--- src/rtl/rcls_pkg.sv ---
package rcls_pkg;

  typedef enum logic [1:0] {
    EV_NONE   = 2'd0,
    EV_OK     = 2'd1,
    EV_SKIP   = 2'd2,
    EV_GLITCH = 2'd3
  } edge_kind_e;

  // absolute distance between two periods
  function automatic logic [31:0] period_gap(input logic [31:0] a, input logic [31:0] b);
    return (a > b) ? (a - b) : (b - a);
  endfunction

  // new period lies within 1/8 of the accepted one
  function automatic logic in_band(input logic [31:0] acc, input logic [31:0] per);
    return period_gap(acc, per) <= (acc >> 3);
  endfunction

  // long period on a slow reference that skip mode may absorb
  function automatic logic skippable(input logic [31:0] acc, input logic [31:0] per,
                                     input logic [31:0] slow, input logic [31:0] lim);
    return (acc >= slow) && (per > acc) && (per <= lim);
  endfunction

endpackage

--- src/rtl/rcls_timeout.sv ---
module rcls_timeout #(
  parameter int TMO_W = 23
) (
  input  logic clk,
  input  logic rst_n,
  input  logic clr,
  output logic fire
);
  logic [TMO_W-1:0] cnt_q;

  always_ff @(posedge clk or negedge rst_n) begin
    if (!rst_n)   cnt_q <= '0;
    else if (clr) cnt_q <= '0;
    else          cnt_q <= cnt_q + 1'b1;
  end

  assign fire = &cnt_q;
endmodule

--- src/rtl/rcls_period_judge.sv ---
module rcls_period_judge
  import rcls_pkg::*;
#(
  parameter int PER_W    = 20,
  parameter int SLOW_PER = 150,
  parameter int SKIP_LIM = 240000
) (
  input  logic             ref_edge,
  input  logic [PER_W-1:0] ref_period,
  input  logic [PER_W-1:0] acc_period,
  input  logic             skip_en,
  output edge_kind_e       kind
);
  logic [31:0] acc_w, per_w;
  logic        band_ok, skip_ok;

  assign acc_w   = 32'(acc_period);
  assign per_w   = 32'(ref_period);
  assign band_ok = in_band(acc_w, per_w);
  assign skip_ok = skip_en && skippable(acc_w, per_w, 32'(SLOW_PER), 32'(SKIP_LIM));

  always_comb begin
    if (!ref_edge)    kind = EV_NONE;
    else if (band_ok) kind = EV_OK;
    else if (skip_ok) kind = EV_SKIP;
    else              kind = EV_GLITCH;
  end
endmodule

--- src/rtl/refclk_loss_supervisor.sv ---
module refclk_loss_supervisor
  import rcls_pkg::*;
#(
  parameter int TMO_W    = 23,
  parameter int PER_W    = 20,
  parameter int RELOCK_N = 16,
  parameter int SLOW_PER = 150,
  parameter int SKIP_LIM = 240000
) (
  input  logic             clk,
  input  logic             rst_n,
  input  logic             ref_edge,
  input  logic [PER_W-1:0] ref_period,
  input  logic             skip_en,
  input  logic             run_unlocked,
  output logic             locked,
  output logic             out_en
);
  localparam int GW = $clog2(RELOCK_N + 1);

  logic             locked_q, have_q;
  logic [PER_W-1:0] acc_q;
  logic [GW-1:0]    good_q;
  edge_kind_e       kind;
  logic             tmo_fire;

  // named events for the checker
  logic first_edge, edge_ok, edge_skip, edge_glitch, lock_set;
  assign first_edge  = ref_edge && !have_q;
  assign edge_ok     = have_q && (kind == EV_OK);
  assign edge_skip   = have_q && (kind == EV_SKIP);
  assign edge_glitch = have_q && (kind == EV_GLITCH);
  assign lock_set    = edge_ok && !locked_q && (good_q == GW'(RELOCK_N - 1));

  rcls_timeout #(.TMO_W(TMO_W)) u_tmo (
    .clk  (clk),
    .rst_n(rst_n),
    .clr  (ref_edge),
    .fire (tmo_fire)
  );

  rcls_period_judge #(.PER_W(PER_W), .SLOW_PER(SLOW_PER), .SKIP_LIM(SKIP_LIM)) u_judge (
    .ref_edge  (ref_edge),
    .ref_period(ref_period),
    .acc_period(acc_q),
    .skip_en   (skip_en),
    .kind      (kind)
  );

  always_ff @(posedge clk or negedge rst_n) begin
    if (!rst_n) begin
      locked_q <= 1'b0;
      have_q   <= 1'b0;
      acc_q    <= '0;
      good_q   <= '0;
    end else if (ref_edge) begin
      if (first_edge) begin
        have_q <= 1'b1;
        acc_q  <= ref_period;
        good_q <= '0;
      end else if (edge_ok) begin
        acc_q <= ref_period;
        if (!locked_q) good_q <= good_q + 1'b1;
        if (lock_set)  locked_q <= 1'b1;
      end else if (edge_skip && locked_q) begin
        acc_q <= acc_q;
      end else begin
        locked_q <= 1'b0;
        acc_q    <= ref_period;
        good_q   <= '0;
      end
    end else if (tmo_fire) begin
      locked_q <= 1'b0;
      have_q   <= 1'b0;
      good_q   <= '0;
    end
  end

  assign locked = locked_q;
  assign out_en = locked_q | run_unlocked;
endmodule

--- config.mk ---
export PLATFORM = sky130hd
export DESIGN_NAME = refclk_loss_supervisor
export DESIGN_NICKNAME = d
export VERILOG_FILES = /design/src/rtl/rcls_pkg.sv /design/src/rtl/rcls_timeout.sv /design/src/rtl/rcls_period_judge.sv /design/src/rtl/refclk_loss_supervisor.sv
export SDC_FILE = /design/constraint.sdc
export NUM_CORES = 1
export LEC_CHECK = 0
export CAP_MARGIN = 20
export CORE_MARGIN = 2
export CORE_UTILIZATION = 40
export CTS_CLUSTER_SIZE = 28
export DETAILED_ROUTE_END_ITERATION = 6
export HOLD_SLACK_MARGIN = 0.12
export PLACE_DENSITY = 0.6
export SYNTH_ARGS = -nofsm -noshare
export SYNTH_HDL_FRONTEND = slang
export SYNTH_SLANG_ARGS = --single-unit
--- constraint.sdc ---
create_clock -name clk -period 12.4 [get_ports clk]
set_clock_uncertainty 0.05 [all_clocks]
set_input_delay 1.24 -clock clk [delete_from_list [all_inputs] [get_ports clk]]
set_output_delay 1.24 -clock clk [all_outputs]
set_load 0.01 [all_outputs]
==> flow_results.org, run 1 <==
** Layout
- Fill cells in the final layout number 1327.
- Fin nets :: 756
- Across the whole layout, storage elements account for 1250 sq um.
- Area growth from synthesis to layout :: 9.97%
- Leaving out fill and tap cells, the most frequent cells in the layout are 60 x ha_1, 59 x nand2_1, 58 x a21oi_1, 51 x inv_1, 50 x dfrtp_1.
- Multi-input gate area :: 3630 sq um
- Core Util, Final :: 0.453
- 0 antenna diodes ended up in the layout.
- Leading cell type in the layout, fill and taps excluded :: ha_1
- Ratio of cells with drive above 1 in the final layout :: 0.0328

** STA
- Setup repair after global routing left no endpoint under its margin.
- For the finished layout, the period the worst path requires is 7.79 ns.
- The final count of pins violating max slew was 0.
- The final count of hold timing violations came to 0.
- In this run the tightest slew margin relative to its limit is 0.387.
- For the pin with the worst max-slew slack, the measured transition is 0.911 ns.
- On the final layout, the worst hold slack is 0.445 ns.
- Dividing the final minimum period by the clock period gives 0.628.
- Timing would allow up to 128 MHz.
- Final setup TNS :: 0 ns
- Setup violations, final :: 0

** Clock network
- Once the clock tree was built, the resizer swapped 0 gates to a different size.
- In this run the post-CTS setup repair buffer count came out at 0.
- Counting every sink on the clock net gives 50.
- No sink is reached through more buffers than the 2 on the longest clock path.
- Post-CTS clock slew at the launch and capture registers of the worst setup and hold paths :: 0.07 ns
- CTS built an H-tree with a depth of 2.
- Root Driver :: clkbuf_16
- Number of clock buffers inserted by TritonCTS :: 5
- TritonCTS built the clock tree.
- For this design, the CTS-stage hold fixing added 0 buffers.
- Clock insertion delay at the later pin of the skew report :: 0.29 ns

** Synth
- The synthesized design contains 0 enable-type register cells.
- By area, the combinational part of the netlist is dominated by compound AO/OA/AOI/OAI gates.
- Syn Inst Count :: 670
- Register area share after synthesis :: 0.239
- In the synthesized netlist the dominant register cell turns out to be dfrtp_1.
- When the netlist entered floorplanning its net count stood at 757.
- Dominant cell type by area after synthesis :: dfrtp_1
- In this run, synthesis produced a sequential element count of 50.
- Of the total synthesized cell area, the portion taken by full adders, half adders and majority gates is 0.151.
- Number of warnings reported in the yosys synthesis log :: 0
- Count of distinct cell types in the synthesized netlist :: 58
- Post-Syn Area per Cell :: 7.83 sq um
- Post-synthesis cell area :: 5250 sq um
- Leading post-synthesis cells by cell area :: dfrtp_1 24%, ha_1 14%, a21oi_1 5.5%
- The fraction of the mapped netlist area in compound gates was 0.248.
- Of the post-synthesis cell area, the part taken by muxes is 0.0174.
- Asr flop ratio synth :: 1.00
- Area share of the largest cell type after synthesis :: 0.239
- Of the total synthesized cell area, the portion taken by XOR and XNOR cells is 0.0584.
- Post-synthesis share of cell area spent on and, or, nand and nor gates :: 0.216

** Floorplan
- Row generation in the floorplan step produced 41 rows.
- The floorplan step defined a die boundary enclosing 14000 sq um.
- 27 I/O pins were placed.
- The core region is 12700 sq um.
- Horizontal die dimension :: 119 um
- Measured along the y axis, the die boundary spans 119 um.
- Initial standard-cell utilization of the core :: 0.412

** Pwr
- IR drop worst, VDD :: 75.6 uV
- Leakage power summed over all cells :: 2.51 nW
- Power per standard cell area :: 119 nW/um^2
- Total power :: 685 uW

** Critical path
- Required time at the worst-slack endpoint :: 12.52 ns
- STA puts the critical path data arrival time at 7.91 ns.
- Setup crit start kind :: input port
- Counting stages on the worst path, the most repeated cell is a31oi_1.
- Critical register-to-register path endpoint :: acc_q[2]$_DFFE_PN0P_
- For the worst flop-to-flop path, the logic depth is 20.
- Count of buffering cells on the critical path with inverters included :: 3
- The worst setup path is captured at a flop.
- The critical path is of the input port to flop type.
- In this design, the stage delay of the slowest critical-path cell is 0.67 ns.
- In this design, the largest share of critical-path delay is due to compound AO/OA/AOI/OAI gates.
- Reg2Reg Setup Slack :: 5.70 ns
- Maximum fanout encountered on the critical timing path :: 19
- The startpoint identified for the worst register-to-register timing path is acc_q[17]$_DFFE_PN0P_.
- The critical path goes through clkdlybuf4s50_1 > inv_1 > ha_1 > nand4_1 > nor3_1 > a31oi_1 > nand2_1 > mux2i_1 > a221oi_1 > o21ai_0 > xor2_1 > ha_1 > nand4_1 > or4_1 > a21oi_1 > a21oi_1 > a31oi_1 > a31oi_1 > a22oi_1 > buf_4 > nor3_1 > a311o_1.
- The slowest stage of the critical path belongs to the cell nand2_1.

** Global routing
- First-pass GRT wire length :: 25000 um
- Total Routing Usage GR :: 0.218
- The number of antenna violations at the first check in global routing was 0.
- After global routing the overflow that remains totals 0.
- Entering global routing, the biggest net connects 68 pins.
- The number of global-route vias before repair is 4873.

** Hold path
- Type of the most critical hold path :: flop to flop
- Hold Path Cell Cnt :: 1
- The worst hold path terminates at u_tmo.cnt_q[0]$_DFF_PN0_.
- Hold path start :: u_tmo.cnt_q[0]$_DFF_PN0_

** Detailed routing
- Via count normalized by instance count :: 5.91
- Residual DRC :: 0
- Routed Antenna Nets :: 0
- Total wire length :: 15400 um
- After the first detailed-routing iteration, the DRC count stood at 526.
- The first detailed-routing pass ran for 5 iterations.
- Per-cell routed wire length :: 18.3 um
- Summing over every cut layer, the via total after detailed routing is 4980.

** Place
- Detailed placement finished with a half-perimeter wire length of 12100 um.
- Routability-driven placement finished with a final weighted congestion of 0.956.
- In this run the tool buffered the top-level ports with 26 buffer cells.

** Outcome
- The run finished with clean final reports.

** Run
- Max-cap violations in this run came to 0.
[layout make-up]
cell class / count / area share
clock buffer: 5 / 0.0217
clock inverter: 3 / 0.00781
inverter: 51 / 0.0332
multi-input combinational: 530 / 0.629
sequential: 50 / 0.217
tap: 172 / 0.0373
timing repair buffer: 31 / 0.0540
[worst max-delay path by stage]
stage / from / endpoint / cells after the start
2_1_floorplan: ref_period[1] / acc_q[0]$_DFFE_PN0P_ / 22
4_1_cts: ref_period[17] / acc_q[2]$_DFFE_PN0P_ / 22
3_3_place_gp: ref_period[17] / acc_q[0]$_DFFE_PN0P_ / 22
5_1_grt: ref_period[17] / acc_q[11]$_DFFE_PN0P_ / 22
6_report: ref_period[17] / acc_q[2]$_DFFE_PN0P_ / 22
3_5_place_dp: ref_period[17] / acc_q[2]$_DFFE_PN0P_ / 22
[per-layer routing]
layer,vias to the layer above,part of all wire,GRT usage
li1,2452,-,-
met1,2340,0.46,0.304
met2,161,0.45,0.349
met3,27,0.054,0.0261
met4,0,0.029,0.0766
met5,-,0,0
[power breakdown]
group,switching (mW),internal (mW),leakage (nW)
Sequential,0.0132,0.172,0.654
Clock,0.0598,0.0951,0.0760
Combinational,0.218,0.127,1.78
[cells by family (layout without fill, tap and decap cells)]
| family | count (synthesis) | after routing |
|---|---|---|
| XOR/XNOR | 35 | 35 |
| multiplexers | 9 | 9 |
| AO/OA/AOI/OAI | 198 | 198 |
| flip-flops | 50 | 50 |
| AND/OR/NAND/NOR | 226 | 226 |
| adder cells (fa/ha/maj) | 62 | 62 |
| buffers and inverters | 90 | 90 |
[worst register-to-register path: stages (launching register included)]
cell	delay [ns]
dfrtp_1	0.44
ha_1	0.62
nand4_1	0.27
nor3_1	0.46
a31oi_1	0.25
nand2_1	0.67
mux2i_1	0.24
a221oi_1	0.46
o21ai_0	0.23
xor2_1	0.20
ha_1	0.32
nand4_1	0.13
or4_1	0.57
a21oi_1	0.14
a21oi_1	0.05
a31oi_1	0.24
a31oi_1	0.12
a22oi_1	0.45
buf_4	0.31
nor3_1	0.09
a311o_1	0.32
[flip-flops by register name, summed over array words and instances, names as in the netlist]
| name | flops |
|---|---|
| u_tmo.cnt_q | 23 |
| acc_q | 20 |
| have_q | 1 |
| good_q | 5 |
| locked | 1 |
[through the flow]
stage | setup WS (ns) | std cells | area (sq um)
global placement | 4.56 | 832 | 5560
detailed placement | 4.45 | 833 | 5570
floorplan | 6.37 | 670 | 5250
finish | 4.61 | 842 | 5770
CTS | 4.74 | 841 | 5740
global route | 4.14 | 842 | 5770
[Yosys cell counts, types with 9 or more instances]
master,count
ha_1,60
nand2_1,59
a21oi_1,58
inv_1,51
dfrtp_1,50
nor2_1,40
nor3_1,30
o21ai_0,29
nand3_1,26
xor2_1,23
nand4_1,19
o22ai_1,19
a311o_1,18
clkbuf_1,17
buf_2,16
o211ai_1,16
and3_1,13
xnor2_1,12
a21o_1,10
a31oi_1,9
nor2b_1,9
No activity file was read; power rests on OpenSTA's default activity.
==> run 2: changes to the inputs <==
--- a/config.mk
+++ b/config.mk
@@ -11,7 +11,7 @@
 export CTS_CLUSTER_SIZE = 28
 export DETAILED_ROUTE_END_ITERATION = 6
 export HOLD_SLACK_MARGIN = 0.12
-export PLACE_DENSITY = 0.6
+export PLACE_DENSITY = 0.62
 export SYNTH_ARGS = -nofsm -noshare
 export SYNTH_HDL_FRONTEND = slang
 export SYNTH_SLANG_ARGS = --single-unit
==> constraint.sdc (replaced) <==
create_clock -name clk -period 6.6 [get_ports clk]
set_clock_uncertainty 0.05 [all_clocks]
set_input_delay 0.66 -clock clk [delete_from_list [all_inputs] [get_ports clk]]
set_output_delay 0.66 -clock clk [all_outputs]
set_load 0.01 [all_outputs]
==> run 2 against run 1 <==
Compared with the run above: non-clock buffer count increased by 21; sequential share of layout area decreased by 0.73 points; sequential cell count unchanged; critical endpoint is now acc_q[10]$_DFFE_PN0P_; largest power group unchanged.
==> flow_results.org, run 2 (synthesized netlist as in run 1, its figures left out) <==
** Floorplan
- The initial core utilization came to 0.412 (unchanged).
- The number of primary I/O pins was 27 (unchanged).
- Horizontal die dimension :: 119 um (unchanged)
- The floorplan die area came to 14000 sq um (unchanged).
- Std-Cell Core Area :: 12700 sq um (unchanged)
- The cell row count came to 41 (unchanged).
- The height of the chip was 119 um (unchanged).

** STA
- The final count of hold timing violations came to 0 (unchanged).
- Setup violations, final :: 0 (unchanged)
- Transition time at the pin with the least slew margin :: 0.903 ns (was 0.911 ns)
- The headroom to the max-slew limit was 0.392 (was 0.387).
- Final setup margin :: 0.309 ns (was 4.61 ns)
- The worst path in the final design needs a cycle of 6.29 ns, including I/O delays and setup.
- Max Fclk :: 159 MHz
- Period utilisation layout :: 0.953
- Total count of max-transition violations in the final report :: 0 (unchanged)

** Layout
- The register area came to 1250 sq um (unchanged).
- Register bank with the most flops :: u_tmo.cnt_q (unchanged)
- The total inserted antenna cells is 0 (unchanged).
- The number of nets in the final layout was 777 (was 756).
- Multi-input gate area :: 3640 sq um (was 3630 sq um)
- FILL cells :: 1297 (was 1327)
- Most frequent cells in the layout: 60 x ha_1, 59 x nand2_1, 58 x a21oi_1, 51 x inv_1, 50 x dfrtp_1 (unchanged).
- Area growth from synthesis to layout :: 13.8% (was 9.97%)
- The number of flip-flops in the largest register was 23 (unchanged).
- The most common library cell in the layout ignoring fill and taps is ha_1 (unchanged).
- Largest regs :: u_tmo.cnt_q (23), acc_q (20), good_q (5) (unchanged)
- Ratio of cells with drive above 1 in the final layout :: 0.0651 (was 0.0328)

** Clock network
- TritonCTS clock tree :: built (unchanged)
- The number of buffers inserted by post-CTS setup repair is 0 (unchanged).
- The clock latency on the worst-skew pair is 0.29 ns (about the same).
- The clock-pin transition on the worst setup and hold timing paths is 0.07 ns (about the same).
- The number of H-tree branching levels is 2 (unchanged).
- The master cell of the clock root buffer is clkbuf_16 (unchanged).
- Cts hold-fix bufs :: 0 (unchanged)
- Number of clock buffers inserted by TritonCTS :: 5 (unchanged)
- Bufs on Longest Clock Path :: 2 (unchanged)
- The total clock sinks is 50 (unchanged).

** Outcome
- Status: finished, final reports clean (unchanged).

** Pwr
- The highest ir drop seen on vdd was 160 uV (was 75.6 uV).
- The post-layout total power is 1.37 mW (was 685 uW).
- The ratio of total power to cell area was 230 nW/um^2 (was 119 nW/um^2).
- Leakage power summed over all cells :: 2.64 nW (was 2.51 nW)

** Detailed routing
- Number of iterations in the first detailed-routing pass :: 6 (was 5)
- The routed wire length was 15800 um (was 15400 um).
- The residual antenna-violating net count after detailed routing came to 0 (unchanged).
- Residual DRC :: 0 (unchanged)
- First-iteration detailed-routing DRC count :: 515 (was 526)
- Per-cell routed wire length :: 18.4 um (was 18.3 um)
- DR vias :: 5209 (was 4980)
- The post-detailed-route via-to-cell ratio is 6.04 (was 5.91).

** Global routing
- Number of global-route vias before repair :: 4944 (was 4873)
- The remaining global-route overflow was 0 (unchanged).
- The global router's overall resource usage is 0.222 (was 0.218).
- The number of antenna violations at the first check in global routing came to 0 (unchanged).
- The global-route wire length before repair is 25500 um (was 25000 um).
- The maximum number of pins on one net before global-route repair came to 68 (unchanged).

** Place
- Final HPWL DP :: 12700 um (was 12100 um)
- Setup WS pre-CTS :: 0.103 ns (was 4.45 ns)
- Placer congestion estimate :: 0.954 (was 0.956)
- Count of port buffers added during placement :: 26 (unchanged)

** Critical path
- The type of the worst setup path is input port to flop (unchanged).
- The capturing element type of the critical path was a flop (unchanged).
- The register-to-register setup slack came to 0.85 ns (was 5.70 ns).
- The arrival time at the worst endpoint came to 6.41 ns (was 7.91 ns).
- Maximum fanout encountered on the critical timing path :: 19 (unchanged)
- The launching element type of the critical path was an input port (unchanged).
- The data required time at the worst endpoint is 6.72 ns (was 12.52 ns).

** Run
- The reported max-cap violation count was 0 (unchanged).

** Hold path
- Type of the most critical hold path :: flop to flop (unchanged)
-- run 2: changes by cell type in the layout (fill, tap and decap cells not counted), sizes merged --
| cell | delta |
|---|---|
| bufinv | +1 |
| clkbuf | +1 |
| buf | +21 |
| clkinvlp | -2 |
-- run 2: per-stage QoR --
stage | setup TNS [ns] | hold WS (ns) | std cells | area (sq um) | utilization
floorplan | 0 | 0.314 | 670 | 5250 | -
global placement | 0 | 0.419 | 853 | 5720 | 0.449
detailed placement | 0 | 0.419 | 854 | 5730 | 0.450
CTS | 0 | 0.428 | 862 | 5930 | 0.466
global route | -0.223 | 0.472 | 863 | 5970 | 0.469
finish | 0 | 0.423 | 863 | 5970 | 0.469
-- run 2: critical path, stage by stage --
cell	delay, ns
clkdlybuf4s50_1	0.54
inv_1	0.08
ha_1	0.41
a21oi_1	0.27
o21ai_0	0.24
o2bb2ai_1	0.20
a2111o_1	0.42
nand2_1	0.19
mux2i_1	0.12
a221oi_1	0.36
o21ai_0	0.18
xor2_1	0.19
ha_1	0.31
nand4_1	0.13
or4_1	0.57
o22ai_1	0.23
a31oi_2	0.08
a31oi_1	0.29
a22o_1	0.36
nand2_4	0.20
a311o_1	0.37
-- run 2: power by group --
part / switching, mW / leakage, nW / internal [mW]
clock: 0.109 / 0.0971 / 0.227
combinational: 0.428 / 1.89 / 0.263
sequential: 0.0242 / 0.654 / 0.324
total: 0.561 / 2.64 / 0.814
-- run 2: worst paths after layout --
path,start,endpoint,depth (start not counted)
max in group asynchronous,rst_n,u_tmo.cnt_q[2]$_DFF_PN0_,2
hold / removal,u_tmo.cnt_q[0]$_DFF_PN0_,u_tmo.cnt_q[0]$_DFF_PN0_,1
setup / recovery,ref_period[8],acc_q[10]$_DFFE_PN0P_,21
setup reg to reg,acc_q[8]$_DFFE_PN0P_,acc_q[10]$_DFFE_PN0P_,19
hold reg to reg,u_tmo.cnt_q[0]$_DFF_PN0_,u_tmo.cnt_q[0]$_DFF_PN0_,1
min in group asynchronous,rst_n,good_q[2]$_DFFE_PN0P_,2
-- run 2: final cells by class --
class / instances / share of cell area
Timing Repair Buffer: 52 / 0.0792
Multi-Input combinational cell: 530 / 0.610
Clock buffer: 6 / 0.0233
Sequential cell: 50 / 0.210
Tap cell: 172 / 0.0361
Inverter: 51 / 0.0321
Clock inverter: 2 / 0.0101
-- run 2: repair_timing --
action / CTS / global route
hold endpoints to repair: 0 / 0
resized for setup: 0 / 3
setup endpoints to repair: 0 / 18
-- run 2: per-layer routing --
layer / GRT usage / vias up / share of wire / wire (um)
li1: - / 2493 / - / -
met4: 0.0781 / 0 / 0.030 / 478
met2: 0.360 / 203 / 0.45 / 7190
met5: 0 / - / 0 / 0
met1: 0.301 / 2478 / 0.46 / 7240
met3: 0.0347 / 35 / 0.059 / 940
